==> src/rtl/qhov_pkg.sv <==
package qhov_pkg;

  typedef enum logic [2:0] {
    ST_IDLE,
    ST_READ_OVL,
    ST_CHECK,
    ST_ADVANCE,
    ST_EXEC,
    ST_WRITEBACK,
    ST_SAVE_QH,
    ST_NEXT_QH
  } qh_state_e;

  // status token field positions
  localparam int TOK_HALTED   = 6;
  localparam int TOK_ACTIVE   = 7;
  localparam int TOK_CERR_LO  = 10;
  localparam int TOK_CERR_W   = 2;
  localparam int TOK_BYTES_LO = 16;
  localparam int TOK_BYTES_W  = 15;

  // pointers are aligned to 2**PTR_LSB bytes
  localparam int PTR_LSB = 5;

  function automatic logic [31:0] align_ptr(input logic [31:0] p);
    return {p[31:PTR_LSB], {PTR_LSB{1'b0}}};
  endfunction

endpackage

==> src/rtl/qhov_mem_seq.sv <==
module qhov_mem_seq
  import qhov_pkg::*;
#(
  parameter int AW    = 32,
  parameter int IDX_W = 4
) (
  input  logic             clk,
  input  logic             rst_n,
  input  logic             go,
  input  logic             go_we,
  input  logic [AW-1:0]    go_base,
  input  logic [IDX_W-1:0] go_first,
  input  logic [IDX_W-1:0] go_last,
  input  logic             mem_ack,
  output logic             mem_req,
  output logic             mem_we,
  output logic [AW-1:0]    mem_addr,
  output logic [IDX_W-1:0] cur_idx,
  output logic             rd_valid,
  output logic             done
);

  logic             active_q, active_d;
  logic             we_q, we_d;
  logic [AW-1:0]    base_q, base_d;
  logic [IDX_W-1:0] idx_q, idx_d;
  logic [IDX_W-1:0] last_q, last_d;
  logic             beat;
  logic             at_last;

  assign beat     = active_q & mem_ack;
  assign at_last  = (idx_q == last_q);
  assign mem_req  = active_q;
  assign mem_we   = we_q;
  assign mem_addr = base_q + (AW'(idx_q) << 2);
  assign cur_idx  = idx_q;
  assign rd_valid = beat & ~we_q;
  assign done     = beat & at_last;

  always_comb begin
    active_d = active_q;
    we_d     = we_q;
    base_d   = base_q;
    idx_d    = idx_q;
    last_d   = last_q;
    if (go) begin
      active_d = 1'b1;
      we_d     = go_we;
      base_d   = go_base;
      idx_d    = go_first;
      last_d   = go_last;
    end else if (beat) begin
      if (at_last) active_d = 1'b0;
      else         idx_d    = idx_q + 1'b1;
    end
  end

  always_ff @(posedge clk or negedge rst_n) begin
    if (!rst_n) begin
      active_q <= 1'b0;
      we_q     <= 1'b0;
      base_q   <= '0;
      idx_q    <= '0;
      last_q   <= '0;
    end else begin
      active_q <= active_d;
      we_q     <= we_d;
      base_q   <= base_d;
      idx_q    <= idx_d;
      last_q   <= last_d;
    end
  end

  // a request not yet acknowledged stays put
  p_req_hold_r2: assert property (@(posedge clk) disable iff (!rst_n)
    (mem_req && !mem_ack) |=> (mem_req && $stable(mem_addr) && $stable(mem_we)));

  // addresses climb one word per accepted beat
  p_addr_step_r2: assert property (@(posedge clk) disable iff (!rst_n)
    (beat && !at_last && !go) |=> (mem_addr == $past(mem_addr) + 32'd4));

endmodule

==> src/rtl/qhov_token_upd.sv <==
module qhov_token_upd
  import qhov_pkg::*;
(
  input  logic [31:0]            tok_in,
  input  logic [TOK_BYTES_W-1:0] xbytes,
  input  logic                   xerr,
  input  logic                   xshort,
  output logic [31:0]            tok_out,
  output logic                   finished
);

  logic [TOK_BYTES_W-1:0] bytes_left;
  logic [TOK_CERR_W-1:0]  cerr;

  assign bytes_left = tok_in[TOK_BYTES_LO +: TOK_BYTES_W];
  assign cerr       = tok_in[TOK_CERR_LO +: TOK_CERR_W];

  always_comb begin
    tok_out = tok_in;
    if (xerr) begin
      if (cerr <= TOK_CERR_W'(1)) begin
        tok_out[TOK_CERR_LO +: TOK_CERR_W] = '0;
        tok_out[TOK_HALTED]                = 1'b1;
        tok_out[TOK_ACTIVE]                = 1'b0;
      end else begin
        tok_out[TOK_CERR_LO +: TOK_CERR_W] = cerr - 1'b1;
      end
    end else begin
      if (xbytes >= bytes_left) begin
        tok_out[TOK_BYTES_LO +: TOK_BYTES_W] = '0;
        tok_out[TOK_ACTIVE]                  = 1'b0;
      end else begin
        tok_out[TOK_BYTES_LO +: TOK_BYTES_W] = bytes_left - xbytes;
        if (xshort) tok_out[TOK_ACTIVE] = 1'b0;
      end
    end
    finished = ~tok_out[TOK_ACTIVE];
  end

endmodule

==> src/rtl/qh_overlay_ctrl.sv <==
module qh_overlay_ctrl
  import qhov_pkg::*;
#(
  parameter int AW       = 32,
  parameter int DW       = 32,
  parameter int QH_WORDS = 12,
  parameter int OV_BASE  = 4,
  parameter int CUR_WORD = 3
) (
  input  logic                   clk,
  input  logic                   rst_n,
  input  logic                   visit_start,
  input  logic [AW-1:0]          qh_base,
  input  logic                   advance_en,
  output logic                   busy,
  output logic                   executing,
  output logic                   visit_done,
  output logic [AW-1:0]          next_qh_addr,
  input  logic                   xact_valid,
  input  logic [TOK_BYTES_W-1:0] xact_bytes,
  input  logic                   xact_err,
  input  logic                   xact_short,
  input  logic                   xact_yield,
  output logic                   mem_req,
  output logic                   mem_we,
  output logic [AW-1:0]          mem_addr,
  output logic [DW-1:0]          mem_wdata,
  input  logic                   mem_ack,
  input  logic [DW-1:0]          mem_rdata
);

  localparam int IDX_W    = $clog2(QH_WORDS);
  localparam int OV_WORDS = QH_WORDS - OV_BASE;
  localparam int TOK_WORD = OV_BASE + 2;
  localparam int NXT_WORD = OV_BASE;
  localparam int ALT_WORD = OV_BASE + 1;
  localparam logic [IDX_W-1:0] IDX_ZERO = '0;
  localparam logic [IDX_W-1:0] IDX_QLST = IDX_W'(QH_WORDS - 1);
  localparam logic [IDX_W-1:0] IDX_OLST = IDX_W'(OV_WORDS - 1);
  localparam logic [IDX_W-1:0] IDX_CUR  = IDX_W'(CUR_WORD);

  qh_state_e        state_q, state_d;
  logic [AW-1:0]    qh_q, qh_d;
  logic             advanced_q, advanced_d;
  logic [DW-1:0]    cache_q [QH_WORDS];

  logic             seq_go, seq_we;
  logic [AW-1:0]    seq_base;
  logic [IDX_W-1:0] seq_first, seq_last, seq_idx, wr_idx;
  logic             seq_rd_valid, seq_done;

  logic             c_we;
  logic [IDX_W-1:0] c_idx;
  logic [DW-1:0]    c_data;

  logic [DW-1:0]    tok, tok_new, sel_ptr;
  logic             tok_finished, use_alt;

  qhov_mem_seq #(.AW(AW), .IDX_W(IDX_W)) u_seq (
    .clk      (clk),
    .rst_n    (rst_n),
    .go       (seq_go),
    .go_we    (seq_we),
    .go_base  (seq_base),
    .go_first (seq_first),
    .go_last  (seq_last),
    .mem_ack  (mem_ack),
    .mem_req  (mem_req),
    .mem_we   (mem_we),
    .mem_addr (mem_addr),
    .cur_idx  (seq_idx),
    .rd_valid (seq_rd_valid),
    .done     (seq_done)
  );

  assign tok = cache_q[TOK_WORD];

  qhov_token_upd u_tok (
    .tok_in   (tok),
    .xbytes   (xact_bytes),
    .xerr     (xact_err),
    .xshort   (xact_short),
    .tok_out  (tok_new),
    .finished (tok_finished)
  );

  // alternate pointer after a short completion, next pointer otherwise
  assign use_alt = (tok[TOK_BYTES_LO +: TOK_BYTES_W] != '0) && !cache_q[ALT_WORD][0];
  assign sel_ptr = use_alt ? cache_q[ALT_WORD] : cache_q[NXT_WORD];

  // overlay words sit OV_BASE above the descriptor word index
  assign wr_idx    = (state_q == ST_WRITEBACK) ? IDX_W'(seq_idx + OV_BASE) : seq_idx;
  assign mem_wdata = cache_q[wr_idx];

  assign busy         = (state_q != ST_IDLE);
  assign executing    = (state_q == ST_EXEC);
  assign visit_done   = (state_q == ST_NEXT_QH);
  assign next_qh_addr = align_ptr(cache_q[0]);

  always_comb begin
    state_d    = state_q;
    qh_d       = qh_q;
    advanced_d = advanced_q;
    seq_go     = 1'b0;
    seq_we     = 1'b0;
    seq_base   = '0;
    seq_first  = IDX_ZERO;
    seq_last   = IDX_ZERO;
    c_we       = 1'b0;
    c_idx      = IDX_ZERO;
    c_data     = '0;

    if (seq_rd_valid) begin
      c_we   = 1'b1;
      c_idx  = (state_q == ST_ADVANCE) ? IDX_W'(seq_idx + OV_BASE) : seq_idx;
      c_data = mem_rdata;
    end

    case (state_q)
      ST_IDLE: begin
        if (visit_start) begin
          qh_d       = qh_base;
          advanced_d = 1'b0;
          seq_go     = 1'b1;
          seq_base   = qh_base;
          seq_first  = IDX_ZERO;
          seq_last   = IDX_QLST;
          state_d    = ST_READ_OVL;
        end
      end
      ST_READ_OVL: begin
        if (seq_done) state_d = ST_CHECK;
      end
      ST_CHECK: begin
        if (tok[TOK_ACTIVE]) begin
          state_d = ST_EXEC;
        end else if (advance_en && !advanced_q && !tok[TOK_HALTED] && !sel_ptr[0]) begin
          advanced_d = 1'b1;
          seq_go     = 1'b1;
          seq_base   = align_ptr(sel_ptr);
          seq_first  = IDX_ZERO;
          seq_last   = IDX_OLST;
          c_we       = 1'b1;
          c_idx      = IDX_CUR;
          c_data     = align_ptr(sel_ptr);
          state_d    = ST_ADVANCE;
        end else begin
          state_d = ST_NEXT_QH;
        end
      end
      ST_ADVANCE: begin
        if (seq_done) state_d = ST_CHECK;
      end
      ST_EXEC: begin
        if (xact_valid) begin
          c_we   = 1'b1;
          c_idx  = IDX_W'(TOK_WORD);
          c_data = tok_new;
          if (tok_finished) begin
            seq_go    = 1'b1;
            seq_we    = 1'b1;
            seq_base  = align_ptr(cache_q[CUR_WORD]);
            seq_first = IDX_ZERO;
            seq_last  = IDX_OLST;
            state_d   = ST_WRITEBACK;
          end
        end else if (xact_yield) begin
          seq_go    = 1'b1;
          seq_we    = 1'b1;
          seq_base  = qh_q;
          seq_first = IDX_CUR;
          seq_last  = IDX_QLST;
          state_d   = ST_SAVE_QH;
        end
      end
      ST_WRITEBACK: begin
        if (seq_done) begin
          seq_go    = 1'b1;
          seq_we    = 1'b1;
          seq_base  = qh_q;
          seq_first = IDX_CUR;
          seq_last  = IDX_QLST;
          state_d   = ST_SAVE_QH;
        end
      end
      ST_SAVE_QH: begin
        if (seq_done) state_d = ST_NEXT_QH;
      end
      ST_NEXT_QH: state_d = ST_IDLE;
      default:    state_d = ST_IDLE;
    endcase
  end

  always_ff @(posedge clk or negedge rst_n) begin
    if (!rst_n) begin
      state_q    <= ST_IDLE;
      qh_q       <= '0;
      advanced_q <= 1'b0;
      for (int i = 0; i < QH_WORDS; i++) cache_q[i] <= '0;
    end else begin
      state_q    <= state_d;
      qh_q       <= qh_d;
      advanced_q <= advanced_d;
      if (c_we) cache_q[c_idx] <= c_data;
    end
  end

  // fetch phases never write
  p_fetch_no_write_r2: assert property (@(posedge clk) disable iff (!rst_n)
    ((state_q == ST_READ_OVL || state_q == ST_ADVANCE) && mem_req) |-> !mem_we);

  // the decision cycle has no memory traffic
  p_check_quiet_r3: assert property (@(posedge clk) disable iff (!rst_n)
    (state_q == ST_CHECK) |-> !mem_req);

  // end-of-visit is a single-cycle pulse with the bus idle
  p_done_pulse_r3: assert property (@(posedge clk) disable iff (!rst_n)
    visit_done |=> (!visit_done && !mem_req));

  // at most one advance per visit
  p_single_adv_r5: assert property (@(posedge clk) disable iff (!rst_n)
    (state_q == ST_CHECK && advanced_q) |=> (state_q != ST_ADVANCE));

  // a halted overlay is left alone
  p_halt_no_adv_r6: assert property (@(posedge clk) disable iff (!rst_n)
    (state_q == ST_CHECK && tok[TOK_HALTED] && !tok[TOK_ACTIVE]) |=> (state_q != ST_ADVANCE));

  // execution only runs on an active token
  p_exec_active_r7: assert property (@(posedge clk) disable iff (!rst_n)
    (state_q == ST_EXEC) |-> tok[TOK_ACTIVE]);

  // copy-back phases only write
  p_wb_writes_r9: assert property (@(posedge clk) disable iff (!rst_n)
    ((state_q == ST_WRITEBACK || state_q == ST_SAVE_QH) && mem_req) |-> mem_we);

endmodule

==> config.mk <==
export PLATFORM = sky130hd
export DESIGN_NAME = qh_overlay_ctrl
export DESIGN_NICKNAME = d
export VERILOG_FILES = /design/src/rtl/qhov_pkg.sv /design/src/rtl/qhov_mem_seq.sv /design/src/rtl/qhov_token_upd.sv /design/src/rtl/qh_overlay_ctrl.sv
export SDC_FILE = /design/constraint.sdc
export NUM_CORES = 1
export LEC_CHECK = 0
export ABC_AREA = 1
export BUFFER_PORTS_ARGS = -buffer_cell sky130_fd_sc_hd__buf_4
export CORE_MARGIN = 2
export CORE_UTILIZATION = 51
export DETAILED_ROUTE_END_ITERATION = 10
export GPL_ROUTABILITY_DRIVEN = 0
export MAX_ROUTING_LAYER = met4
export PLACE_DENSITY = 0.69
export SLEW_MARGIN = 20
export SYNTH_ARGS = -nofsm -noshare
export SYNTH_HDL_FRONTEND = slang
export SYNTH_HIERARCHICAL = 1
export SYNTH_SLANG_ARGS = --single-unit
==> constraint.sdc <==
create_clock -name clk -period 5.5 [get_ports clk]
set_input_delay 1.1 -clock clk [delete_from_list [all_inputs] [get_ports clk]]
set_output_delay 1.1 -clock clk [all_outputs]
set_load 0.005 [all_outputs]
==> impl_metrics.py, run 1 <==
metrics = {
    "outcome": {
        "status": "complete, no violations",
    },
    "floorplan": {
        "start_util_pct": 51.6,
        "io_pins": 189,
        "die_h_um": 232,
        "dieWidth_um": 232,
        "std_cell_rows": 83,
        "core_um2": 51300,
        "dieArea_um2": 53800,
    },
    "pwr": {
        "ir_drop_v": 0.000766,
        "p_per_area_nw_per_um2": 656,
        "p_leak_nw": 15.7,
        "power_mw": 19.4,
    },
    "sta": {
        "setup_tns_ns": 0,
        "holdWs_ns": 0.474,
        "fmax_mhz": 219,
        "setup_viol": 0,
        "grt_setup_unrepaired": "false",
        "max-slew-margin-rel_pct": 26.8,
        "hold_violations": 0,
        "min_period_ns": 4.56,
        "worst_pin_slew_ns": 1.10,
        "final_max_slew_viol_count": 0,
        "period_share_pct": 82.9,
        "fin_skew_ns": 0.0184,
    },
    "cts": {
        "cts_hold_buf": 0,
        "post_cts_resized": 0,
        "clock_latency_ns": 0.61,
        "cts.sinks": 462,
        "clock-root-buffer": "clkbuf_16",
        "clk_pin_slew_ns": 0.06,
        "htreeDepth": 2,
        "post_cts_buffers": 0,
        "cts_tree": "built",
        "cts_buffers": 49,
        "clk_path_buf_depth": 3,
    },
    "worst_setup_path": {
        "path_class": "flip-flop to output pin",
        "r2r_slack_ns": 1.76,
        "rr_worst_depth": 18,
        "reg2reg_to": "u_seq/cur_idx[0]",
        "rr_startpoint": "tok[25]",
        "end_kind": "output pin",
        "required_ns": 4.40,
        "timing.critical_path.arrival_ns": 3.46,
        "worstPathMaxFanout": 64,
        "critPathLaunch": "state_q[0]",
        "worstSetupStartpointType": "flip-flop",
    },
    "global_route": {
        "antenna_found_initial": 0,
        "global_route.usage.total_pct": 34.6,
        "grt_max_degree": 198,
        "overflow": 0,
        "grt_pass1_wl_um": 140000,
        "first_global_vias": 23960,
    },
    "route": {
        "drcViolationCount": 0,
        "wl_per_cell_um": 20.0,
        "wl_met2_um": 39300,
        "drt_pre_antenna_iters": 9,
        "ant_nets": 0,
        "via_per_inst": 5.72,
        "wl_um": 90500,
        "top_layer_used": "met4",
        "via_count": 25966,
        "drt_iter0_markers": 3154,
        "dr_wl_met3_um": 9830,
        "m1WireLength_um": 37900,
    },
    "synth": {
        "syn_inst": 3822,
        "seq_area_frac_synth_pct": 43.7,
        "ys_types": 43,
        "ys_ff_latch": 462,
        "yosysTopAreaCellShare_pct": 43.7,
        "synth_area_leaders": "dfrtp_1 (44%), nand2_1 (20%), nand3_1 (6.7%), o21ai_0 (5.9%), nor2_1 (5.7%)",
        "syn_area_um2": 26500,
        "synth-edff-count": 0,
        "synth.avg_cell_area_um2": 6.93,
        "yosysWarningCount": 6,
        "synth_top_flop_cell": "dfrtp_1",
        "synthArstFlopShare_pct": 100,
        "yosys.area.top_type": "dfrtp_1",
    },
    "cells_and_area": {
        "final_nets": 3927,
        "synthToLayoutAreaGrowth_pct": 11.5,
        "drive_gt1_share_pct": 10.7,
        "antenna_cells": 0,
    },
    "place": {
        "hpwl_um": 57700,
        "port_buffers": 183,
    },
    "job": {
        "maxCapViolations": 0,
    },
    "min_path": {
        "hold_path_depth": 2,
        "hp-class": "flip-flop to flip-flop",
        "min_to": "cache_q[343]",
        "hp-start": "cache_q[343]",
    },
}
-- report_power, final --
group          internal, mW  leakage (nW)  switching (mW)
sequential             4.57          6.26           0.944
clock                  1.98         0.830            1.46
combinational          3.03          8.60            7.40
total                  9.59          15.7            9.80
-- metrics by stage --
step / worst slack (ns) / utilization (%) / cells / area (um^2)
floorplan: 1.78 / - / 3828 / 26500
CTS: 1.04 / 57.6 / 4537 / 29500
global placement: 0.861 / 54.3 / 4446 / 27900
global route: 0.871 / 57.6 / 4537 / 29500
finish: 0.939 / 57.6 / 4537 / 29500
detailed placement: 0.763 / 54.3 / 4446 / 27900
-- logic make-up after synthesis --
logic type,count (synthesis),synth area share [%]
flops,462,43.7
buf+inv,556,9.26
fa+ha+maj,22,1.10
xor+xnor,19,0.628
other cells,1,0.0142
mux,1,0.0378
simple gates,2257,34.7
compound gates,504,10.6
-- routing by layer --
metal / up-vias / track usage, %
met3: 207 / 8.10
li1: 12098 / -
met5: - / -
met2: 1359 / 50.0
met4: 0 / 12.1
met1: 12302 / 47.6
-- sequential cells by signal, summed over array words and instances, names as in the netlist --
signal         flops
advanced_q         1
cache_q          325
next_qh_addr      27
qh_q              32
state_q            3
tok               32
u_seq/base_q      32
u_seq/cur_idx      4
u_seq/last_q       4
u_seq/mem_req      1
u_seq/mem_we       1
-- how the worst max path moves through the flow --
stage                       endpoint  slack (ns)  depth (start not counted)
finish                 mem_wdata[10]        0.94                          6
global route           mem_wdata[10]        0.87                          6
CTS                    mem_wdata[14]        1.04                          6
detailed placement  u_seq/cur_idx[0]        0.76                         20
global placement    u_seq/cur_idx[0]        0.86                         20
floorplan           u_seq/cur_idx[0]        1.78                         21
-- worst max-delay path, stage by stage, from the launching register on --
cell     delay [ns]
dfrtp_1        0.50
nand3_1        0.36
xor2_4         0.27
buf_4          0.75
nor2_1         0.17
o31ai_1        0.56
buf_4          0.23
-- Yosys cell counts (32+ instances only) --
cell type,n
o21ai_0,314
a21oi_1,32
dfrtp_1,462
buf_4,59
o22ai_1,94
nand3_1,354
buf_2,114
clkbuf_1,126
nor2_1,402
nand2_1,1425
inv_1,233
o31ai_1,32
-- cell usage in the layout, fill, tap and decap left out, types with 3 or more instances in the layout --
cell	netlist	final
a21oi_1	32	32
nor2_1	402	398
o22ai_1	94	94
buf_4	59	233
nand2_1	1425	1425
o21ai_1	11	10
nand2_4	4	4
a21oi_2	3	3
nand3_1	354	354
xnor2_1	9	9
bufinv_16	0	3
nand4_1	14	14
inv_2	13	13
ha_1	20	20
clkinv_2	0	17
nand2_2	18	18
clkbuf_8	0	13
clkbuf_1	126	7
conb_1	1	7
dfrtp_1	462	460
nor2_2	14	12
xor2_1	10	9
o21ai_0	314	314
clkinv_1	4	4
nor3_1	6	6
inv_1	233	231
clkbuf_16	0	50
nand3_2	3	3
buf_12	0	9
nor2_4	11	17
o2111ai_1	9	9
o31ai_1	32	32
-- area by class of cell --
cell class	instances	area (um^2)
tap	680	851
inverter	251	948
timing repair buffer	243	1940
sequential	462	11600
clock buffer	70	1460
fill	4926	21800
multi-input combinational	2810	12600
clock inverter	21	194
No activity file was read; power rests on OpenSTA's default activity.
==> run 2, diff against run 1 <==
ABC_AREA = 0   (was 1)
clock period = 4.24 ns   (was 5.5 ns; I/O delays follow)
==> run 2 against run 1 <==
Worst hold slack worse by 0.18 ns. Clock power up 30%. Sequential cell count unchanged. Sequential share of layout area up 1.4 points. Final area down 3.6%. Critical path type unchanged. Largest power group unchanged.
==> impl_metrics.py, run 2 <==
metrics = {
    "cts": {
        "cts_tree": "built",
        "clock_latency_ns": 0.63,
        "cts_buffers": 50,
        "cts.sinks": 462,
        "clk_pin_slew_ns": 0.06,
        "cts_hold_buf": 0,
        "clk_path_buf_depth": 3,
        "post_cts_buffers": 0,
        "htreeDepth": 2,
        "clock-root-buffer": "clkbuf_16",
    },
    "place": {
        "post_dp_cell_area_um2": 26800,
        "hpwl_um": 49100,
        "port_buffers": 183,
        "dpl.cell_count": 2726,
        "place_ws_ns": 0.0468,
    },
    "route": {
        "drcViolationCount": 0,
        "via_count": 17960,
        "wl_um": 74100,
        "ant_nets": 0,
        "drt_iter0_markers": 1903,
        "drt_pre_antenna_iters": 8,
        "via_per_inst": 6.37,
        "wl_per_cell_um": 26.3,
    },
    "sta": {
        "setup_viol": 0,
        "max-slew-margin-rel_pct": 28.5,
        "grt_setup_unrepaired": "false",
        "worst_pin_slew_ns": 1.07,
        "hold_violations": 0,
        "final_max_slew_viol_count": 0,
        "period_share_pct": 96.9,
        "finalWorstSetupSlack_ns": 0.132,
        "min_period_ns": 4.11,
        "fmax_mhz": 243,
        "fin_skew_ns": 0.0591,
        "setup_tns_ns": 0,
    },
    "worst_setup_path": {
        "required_ns": 3.39,
        "path_depth": 7,
        "worstPathMaxFanout": 55,
        "cp_top_family": "flip-flops",
        "cpPeakStageDelay_ns": 0.76,
        "r2r_slack_ns": 0.35,
        "worstSetupStartpointType": "flip-flop",
        "crit_chain": "nand2_1, xnor2_2, buf_12, mux2i_1, a22oi_1, a32o_1, buf_4",
        "path_class": "flip-flop to output pin",
        "endpoint": "mem_wdata[14]",
        "reg2reg_to": "u_seq/cur_idx[3]",
        "rr_worst_depth": 14,
        "crit_slowest_cell": "dfrtp_1",
        "timing.critical_path.arrival_ns": 3.26,
        "end_kind": "output pin",
        "critPathBufInv": 2,
        "rr_startpoint": "tok[28]",
        "critPathLaunch": "state_q[0]",
    },
    "cells_and_area": {
        "n_fill_cell": 3828,
        "post-route-cell-area_um2": 28500,
        "largest_reg_flops": 325,
        "synthToLayoutAreaGrowth_pct": 15.4,
        "drive_gt1_share_pct": 39.9,
        "final_cells": 2820,
        "final_common_cell": "dfrtp_1",
        "regMostFlops": "cache_q",
        "final_nets": 2273,
        "most-common-layout-cells": "dfrtp_1 (460), mux2_2 (413), buf_4 (256), nand2_1 (198), mux2i_1 (94)",
    },
    "synth": {
        "yosysWarningCount": 6,
        "synth_xor_area_share_pct": 1.56,
        "synthAdderAreaFrac_pct": 1.18,
        "synth_area_leaders": "dfrtp_1 (47%), mux2_2 (19%), mux2i_1 (3.8%), nand2_1 (3.0%), mux4_2 (2.9%)",
        "yosysTopAreaCellShare_pct": 46.8,
        "synth_common_cells": "dfrtp_1 (462), mux2_2 (413), nand2_1 (198), clkbuf_1 (107), mux2i_1 (94)",
        "synth.avg_cell_area_um2": 12.0,
        "syn_area_um2": 24700,
        "synth_top_family_by_area": "multiplexers",
        "muxShareOfSynthArea_pct": 27.7,
        "syn_inst": 2055,
        "ys_ff_latch": 462,
        "ys_types": 79,
        "synthArstFlopShare_pct": 100,
        "synth_top_flop_cell": "dfrtp_1",
        "synth_compound_area_share_pct": 8.66,
        "yosys.area.top_type": "dfrtp_1",
        "yosys.cell_count.top_type": "dfrtp_1",
        "yosys.area_share.simple_pct": 8.99,
        "seq_area_frac_synth_pct": 46.8,
        "synth-edff-count": 0,
    },
    "pwr": {
        "p_per_area_nw_per_um2": 776,
        "ir_drop_v": 0.000671,
        "netSwitchingFraction_pct": 39.4,
        "power_mw": 22.1,
        "clkPwrFrac_pct": 20.2,
        "p_int_mw": 13.4,
        "power.switching_mw": 8.71,
        "p_leak_nw": 13.4,
        "pwr-share-comb_pct": 46.9,
        "p_seq_share_pct": 32.9,
    },
    "global_route": {
        "antenna_found_initial": 1,
        "first_global_vias": 18131,
        "grt_max_degree": 98,
        "grt_pass1_wl_um": 113000,
        "global_route.usage.total_pct": 30.6,
        "grt_util_met1_pct": 40.9,
        "overflow": 0,
        "top_usage_layer": "met2",
        "grtUsageMet2_pct": 45.5,
        "gr-usage-met3_pct": 6.89,
    },
    "job": {
        "maxCapViolations": 0,
    },
    "floorplan": {
        "io_pins": 189,
        "die_h_um": 224,
        "start_util_pct": 51.7,
        "dieArea_um2": 50200,
        "dieWidth_um": 224,
        "std_cell_rows": 80,
        "core_um2": 47700,
    },
    "outcome": {
        "status": "complete, no violations",
    },
    "min_path": {
        "hp-class": "input pin to async pin",
    },
}
## run 2: cell count changes after synthesis, sizes merged, moves of 32 or more
cell,previous run,this run
mux4,0,32
mux2i,1,94
nand2b,0,35
buf,179,118
nor2,427,24
a22oi,0,35
a31oi,2,38
nand3,357,57
o22ai,94,0
mux2,0,451
nand2,1447,198
o21ai,327,29
a32o,0,35
inv,247,28
## run 2: power by group through the flow
stage | combinational, mW | clock [mW] | sequential, mW
after floorplan | 6.78 | 0 | 6.74
after global placement | 10.1 | 0 | 7.19
after detailed placement | 10.2 | 0 | 7.28
after CTS | 10.3 | 4.51 | 7.22
after global routing | 10.9 | 4.70 | 7.44
final | 10.4 | 4.47 | 7.27
## run 2: worst min path at each step
stage / startpoint / endpoint / slack, ns
finish: rst_n / next_qh_addr[27] / 0.30
global route: rst_n / next_qh_addr[27] / 0.34
CTS: rst_n / next_qh_addr[26] / 0.33
detailed placement: cache_q[344] / cache_q[344] / 0.48
global placement: cache_q[320] / cache_q[320] / 0.47
floorplan: cache_q[356] / cache_q[356] / 0.46
## run 2: cell type report
| type | instances | area (um^2) | share of cell area, % |
|---|---|---|---|
| Clock inverter | 20 | 221 | 0.778 |
| Antenna cell | 2 | 5.00 | 0.0176 |
| Multi-Input combinational cell | 1345 | 12000 | 42.3 |
| Clock buffer | 72 | 1460 | 5.14 |
| Inverter | 28 | 105 | 0.369 |
| Sequential cell | 462 | 11600 | 40.6 |
| Tap cell | 615 | 769 | 2.70 |
| Timing Repair Buffer | 276 | 2320 | 8.14 |
## run 2: cell families after synthesis
| family | Yosys count |
|---|---|
| multiplexers | 577 |
| AO/OA/AOI/OAI | 265 |
| buffers and inverters | 254 |
| other | 1 |
| flip-flops | 462 |
| XOR/XNOR | 44 |
| adder cells (fa/ha/maj) | 22 |
| AND/OR/NAND/NOR | 430 |
## run 2: per-layer routing
| metal | wire length [um] | vias up |
|---|---|---|
| li1 | - | 7735 |
| met1 | 31700 | 9289 |
| met5 | 0 | - |
| met4 | 2880 | 0 |
| met2 | 33500 | 767 |
| met3 | 6040 | 169 |
## run 2: repair_timing
action                                  CTS  global route
endpoints found under the setup margin    0            21
endpoints found under the hold margin     0             0
gates resized for setup                   0             2
## run 2: stage by stage
| step | utilization (%) | hold slack [ns] |
|---|---|---|
| floorplan | - | 0.457 |
| global placement | 56.1 | 0.467 |
| detailed placement | 56.1 | 0.476 |
| CTS | 59.6 | 0.326 |
| global route | 59.7 | 0.340 |
| finish | 59.7 | 0.297 |
